### src/rtl/seg_pkg.sv
package seg_pkg;
  localparam int AGENT_W = 1;
  localparam int PORT_W  = 1;
  localparam int IDX_W   = 3;
  localparam int BUS_W   = 8;
  localparam int ADDR_W  = AGENT_W + PORT_W + IDX_W;

  typedef enum logic {SRC_WIDE = 1'b0, SRC_NARROW = 1'b1} src_e;
endpackage

### src/rtl/queue_slot.sv
module queue_slot #(
  parameter int W = 64
) (
  input  logic         clk,
  input  logic         rst_n,
  input  logic         in_valid,
  output logic         in_ready,
  input  logic [W-1:0] in_data,
  input  logic         done,
  output logic         pend,
  output logic [W-1:0] hold
);
  logic full;

  assign in_ready = !full;
  assign pend     = full;

  always_ff @(posedge clk) begin
    if (!rst_n) begin
      full <= 1'b0;
      hold <= '0;
    end else if (in_valid && !full) begin
      full <= 1'b1;
      hold <= in_data;
    end else if (done) begin
      full <= 1'b0;
    end
  end
endmodule

### src/rtl/latest_slot.sv
module latest_slot #(
  parameter int W = 32
) (
  input  logic         clk,
  input  logic         rst_n,
  input  logic         wr,
  input  logic [W-1:0] wr_data,
  input  logic         take,
  output logic         pend,
  output logic [W-1:0] hold
);
  always_ff @(posedge clk) begin
    if (!rst_n) begin
      pend <= 1'b0;
      hold <= '0;
    end else if (wr) begin
      pend <= 1'b1;
      hold <= wr_data;
    end else if (take) begin
      pend <= 1'b0;
    end
  end
endmodule

### src/rtl/seg_engine.sv
module seg_engine
  import seg_pkg::*;
#(
  parameter int WIDE_W   = 64,
  parameter int NARROW_W = 32,
  parameter int AG_W     = AGENT_W,
  parameter int PT_W     = PORT_W,
  parameter int IX_W     = IDX_W,
  parameter int B_W      = BUS_W
) (
  input  logic                     clk,
  input  logic                     rst_n,
  input  logic                     a_pend,
  input  logic [WIDE_W-1:0]        a_word,
  input  logic                     b_pend,
  input  logic [NARROW_W-1:0]      b_word,
  input  logic [AG_W-1:0]          cfg_a_agent,
  input  logic [PT_W-1:0]          cfg_a_port,
  input  logic [AG_W-1:0]          cfg_b_agent,
  input  logic [PT_W-1:0]          cfg_b_port,
  output logic                     m_valid,
  input  logic                     m_ready,
  output logic [AG_W+PT_W+IX_W-1:0] m_addr,
  output logic [B_W-1:0]           m_wdata,
  output logic                     take_b,
  output logic                     done_a,
  output logic                     seg_last
);
  localparam logic [IX_W-1:0] WIDE_LAST   = IX_W'(WIDE_W / B_W - 1);
  localparam logic [IX_W-1:0] NARROW_LAST = IX_W'(NARROW_W / B_W - 1);

  logic              busy;
  src_e              src;
  logic [IX_W-1:0]   idx;
  logic [WIDE_W-1:0] shreg;
  logic [AG_W-1:0]   agent_q;
  logic [PT_W-1:0]   port_q;
  logic [IX_W-1:0]   last_idx;
  logic              at_last;

  assign last_idx = (src == SRC_NARROW) ? NARROW_LAST : WIDE_LAST;
  assign at_last  = (idx == last_idx);
  assign m_valid  = busy;
  assign m_addr   = {agent_q, port_q, idx};
  assign m_wdata  = shreg[B_W-1:0];
  assign take_b   = !busy && !a_pend && b_pend;
  assign done_a   = busy && m_ready && at_last && (src == SRC_WIDE);
  assign seg_last = busy && at_last;

  always_ff @(posedge clk) begin
    if (!rst_n) begin
      busy    <= 1'b0;
      src     <= SRC_WIDE;
      idx     <= '0;
      shreg   <= '0;
      agent_q <= '0;
      port_q  <= '0;
    end else if (!busy) begin
      idx <= '0;
      if (a_pend) begin
        busy    <= 1'b1;
        src     <= SRC_WIDE;
        shreg   <= a_word;
        agent_q <= cfg_a_agent;
        port_q  <= cfg_a_port;
      end else if (b_pend) begin
        busy    <= 1'b1;
        src     <= SRC_NARROW;
        shreg   <= WIDE_W'(b_word);
        agent_q <= cfg_b_agent;
        port_q  <= cfg_b_port;
      end
    end else if (m_ready) begin
      if (at_last) busy <= 1'b0;
      idx   <= idx + 1'b1;
      shreg <= shreg >> B_W;
    end
  end
endmodule

### src/rtl/seg_write_master.sv
module seg_write_master
  import seg_pkg::*;
#(
  parameter int WIDE_W   = 64,
  parameter int NARROW_W = 32,
  parameter int AG_W     = AGENT_W,
  parameter int PT_W     = PORT_W,
  parameter int IX_W     = IDX_W,
  parameter int B_W      = BUS_W,
  localparam int A_W     = AG_W + PT_W + IX_W
) (
  input  logic                clk,
  input  logic                rst_n,
  input  logic [AG_W-1:0]     cfg_a_agent,
  input  logic [PT_W-1:0]     cfg_a_port,
  input  logic [AG_W-1:0]     cfg_b_agent,
  input  logic [PT_W-1:0]     cfg_b_port,
  input  logic                a_valid,
  output logic                a_ready,
  input  logic [WIDE_W-1:0]   a_data,
  input  logic                b_write,
  input  logic [NARROW_W-1:0] b_data,
  output logic                m_valid,
  input  logic                m_ready,
  output logic [A_W-1:0]      m_addr,
  output logic [B_W-1:0]      m_wdata
);
  logic                a_pend, b_pend, take_b, done_a, seg_last;
  logic [WIDE_W-1:0]   a_word;
  logic [NARROW_W-1:0] b_word;

  queue_slot #(.W(WIDE_W)) u_qslot (
    .clk(clk), .rst_n(rst_n), .in_valid(a_valid), .in_ready(a_ready),
    .in_data(a_data), .done(done_a), .pend(a_pend), .hold(a_word)
  );

  latest_slot #(.W(NARROW_W)) u_lslot (
    .clk(clk), .rst_n(rst_n), .wr(b_write), .wr_data(b_data),
    .take(take_b), .pend(b_pend), .hold(b_word)
  );

  seg_engine #(
    .WIDE_W(WIDE_W), .NARROW_W(NARROW_W), .AG_W(AG_W), .PT_W(PT_W),
    .IX_W(IX_W), .B_W(B_W)
  ) u_eng (
    .clk(clk), .rst_n(rst_n), .a_pend(a_pend), .a_word(a_word),
    .b_pend(b_pend), .b_word(b_word),
    .cfg_a_agent(cfg_a_agent), .cfg_a_port(cfg_a_port),
    .cfg_b_agent(cfg_b_agent), .cfg_b_port(cfg_b_port),
    .m_valid(m_valid), .m_ready(m_ready), .m_addr(m_addr), .m_wdata(m_wdata),
    .take_b(take_b), .done_a(done_a), .seg_last(seg_last)
  );
endmodule

### config.mk
export PLATFORM = sky130hd
export DESIGN_NAME = seg_write_master
export DESIGN_NICKNAME = d
export VERILOG_FILES = /design/src/rtl/seg_pkg.sv /design/src/rtl/queue_slot.sv /design/src/rtl/latest_slot.sv /design/src/rtl/seg_engine.sv /design/src/rtl/seg_write_master.sv
export SDC_FILE = /design/constraint.sdc
export NUM_CORES = 1
export LEC_CHECK = 0
export ABC_CLOCK_PERIOD_IN_PS = 2100
export CAP_MARGIN = 0
export CORE_UTILIZATION = 58
export DETAILED_ROUTE_END_ITERATION = 10
export PLACE_DENSITY_LB_ADDON = 0.25
export SYNTH_ARGS = -nofsm -noshare
export SYNTH_HDL_FRONTEND = slang
export SYNTH_SLANG_ARGS = --single-unit
### constraint.sdc
create_clock -name clk -period 2.1 [get_ports clk]
set_input_delay 0.42 -clock clk [delete_from_list [all_inputs] [get_ports clk]]
set_output_delay 0.42 -clock clk [all_outputs]
set_load 0.02 [all_outputs]
==> impl_metrics.toml, run 1 <==
[run_status]
status = "finished, final reports clean"

[global_route]
grt_usage_pct = 26.5
grt_pass1_wl_microns = 27700
grt_max_degree = 79
grt_pass1_vias = 5783
overflow = 0
antenna_found_initial = 0

[sta]
tns_ns = 0
fin_crit_sh_pct = 92.3
max_slew.worst_pin.slew_ns = 0.995
setup_viol = 0
max_freq_mhz = 516
finalHoldViolCount = 0
slew_headroom_pct = 33.6
min_period_ns = 1.94
drv_slew = 0
rsz0062_at_grt = "false"
fin_worst_skew_ns = 0.00967

[place]
hpwl_microns = 11200
gp_congestion = 0.788
post_dp_cell_area_sq_mm = 0.00865
port_buffers = 119
post-place-cells = 1022

[routing]
ant_nets = 0
finalWirelength_microns = 17200
dr.pass1.iters = 5
vias = 6006
drt-initial-drc-count = 457
wl_per_cell_microns = 16.4
drc = 0
avgViaCountPerCell = 5.71

[synthesis]
ys_seq_area_share_pct = 44.8
synth_warnings = 0
ys_types = 36
syn_area_per_cell_sq_um = 9.38
syn_inst = 804
ys_seq_elements = 169
syn_nets = 910
syn-cell-area_sq_mm = 0.00754

[die]
start_util_pct = 59.5
fp-row-count = 41
io_pins = 120
die_y_microns = 116
die_w_microns = 116
fp.dieArea_sq_mm = 0.0135
core_area_sq_mm = 0.0127

[cts]
path_clk_slew_ns = 0.06
cts_resized = 0
clock_latency_ns = 0.43
h-tree-depth = 4
cts.path.max_buffers = 2
cts_inserted_buffers = 17
postCtsSetupBuffers = 0
cts_tree = "done"
cts_hold_buf = 0
clock-sinks = 169
clockRootBuffer = "clkbuf_16"

[pwr]
total_power_mw = 7.53
p_per_area_mw_per_mm2 = 821
total_leakage_power_nw = 3.60
ir_worst_vdd_mv = 0.606

[min_path]
hold_path.class = "in -> reg"

[critical_path]
endpoint_kind = "primary output"
critical_path_arrival_ns = 1.52
worstSetupPathType = "reg -> out"
worst-path-max-fanout = 6
worstPathRequired_ns = 1.68
start_kind = "register"

[finish]
stdcell_area_sq_mm = 0.00918
areaGrowthSynthToFinish_pct = 21.6
fin_cells = 1051
layout_common_cells = "dfxtp_1 (167), nand2_1 (140), clkdlybuf4s50_1 (116)"
num-nets-final = 975
diodes = 0
layout_commonest_cell = "dfxtp_1"
layout-drive-gt1-share_pct = 9.44

[flow_run]
max-cap-violations = 0
[sequential cells by signal (all words and copies together) (netlist names)]
| signal | flops |
|---|---|
| u_eng.shreg | 64 |
| u_eng.idx | 3 |
| u_lslot.hold | 32 |
| u_lslot.pend | 1 |
| u_eng.agent_q | 1 |
| u_eng.port_q | 1 |
| u_qslot.hold | 64 |
| u_eng.src | 1 |
| u_qslot.pend | 1 |
| u_eng.m_valid | 1 |
[cells in the mapped netlist]
library cell  number  share of area (%)
o2111a_1          24                3.6
mux2_2            31                4.6
ha_1               1               0.17
a21oi_1            1              0.066
mux2_1             1               0.15
xnor2_1            1               0.12
a21boi_0          74                7.4
nand3b_1          24                2.4
nor3b_1            1               0.10
o21a_1             2               0.20
and2b_1            1               0.10
nand3_1            1              0.066
buf_6              9                1.3
buf_4             13                1.3
and3_1            32                2.7
buf_1              3               0.15
clkbuf_1          37                1.8
buf_2             26                1.7
o221a_2            1               0.15
nand2b_1           3               0.25
nor2_1             3               0.15
a21boi_1          31                3.1
nor2b_1           34                2.8
nor3_4             1               0.22
nand2_1          140                7.0
clkbuf_2           1              0.066
inv_1              1              0.050
mux2i_1           35                4.6
dfxtp_1          169                 45
xor2_1             1               0.12
o211a_1            2               0.27
o22ai_1           32                2.7
o21ai_0           41                2.7
nor2_2             2               0.17
a211o_1           24                2.8
o21ba_1            1               0.13
[logic make-up (layout without fill, tap and decap cells)]
group	Yosys count	in the layout	synth area share [%]
compound gates	233	233	23.0
flops	169	169	44.8
simple gates	242	242	15.9
buf+inv	90	165	6.47
xor+xnor	2	2	0.232
fa+ha+maj	1	1	0.166
mux	67	67	9.42
[final timing paths]
check        depth (start not counted)  slack (ns)                             to                           from
min reg2reg                          2        0.46  u_qslot.hold[25]$_SDFFE_PN0P_  u_qslot.hold[25]$_SDFFE_PN0P_
min                                  2        0.44     u_eng.agent_q$_SDFFE_PN0P_                          rst_n
max reg2reg                          5        0.41    u_eng.shreg[4]$_SDFFE_PN0P_       u_eng.m_valid$_SDFF_PN0_
max                                  2        0.16                        a_ready      u_qslot.pend$_SDFFE_PN0P_
[cell type report]
cell class / count / area [sq um]
clock buffers: 26 / 509
clock inverters: 3 / 15.0
repair buffers: 135 / 1360
well taps: 172 / 215
inverters: 1 / 3.75
multi-input cells: 545 / 3680
flip-flops and latches: 169 / 3390
fillers: 946 / 3490
[critical path: stages, from the launching register on]
cell             delay, ns
dfxtp_2               0.36
inv_1                 0.11
clkdlybuf4s50_1       0.61
[where the power goes]
part	switching [mW]	internal, mW
logic	0.575	0.582
clock network	1.17	1.64
registers	0.127	3.44
total	1.87	5.67
[metrics by stage]
step	setup slack [ns]	hold WS [ns]	util, %
2_1_floorplan	0.657	0.440	-
3_3_place_gp	0.363	0.447	68.3
3_5_place_dp	0.326	0.453	68.3
4_1_cts	0.149	0.434	72.4
5_1_grt	0.120	0.456	72.4
6_report	0.162	0.439	72.4
[per-layer routing]
metal	global-route usage, %	share of wire [%]	up-vias
li1	-	-	2951
met1	32.1	44	2861
met5	0	0	-
met4	9.32	1.7	0
met2	46.3	50	168
met3	5.96	4.9	26
Note: power is estimated with default switching activity, not from simulation.
==> inputs of run 2 (changes only) <==
--- a/config.mk
+++ b/config.mk
@@ -5,7 +5,6 @@
 export SDC_FILE = /design/constraint.sdc
 export NUM_CORES = 1
 export LEC_CHECK = 0
-export ABC_CLOCK_PERIOD_IN_PS = 2100
 export CAP_MARGIN = 0
 export CORE_UTILIZATION = 58
 export DETAILED_ROUTE_END_ITERATION = 10
==> results of run 2 <==
No change in the layout: final DEF, timing and power equal those of run 1.
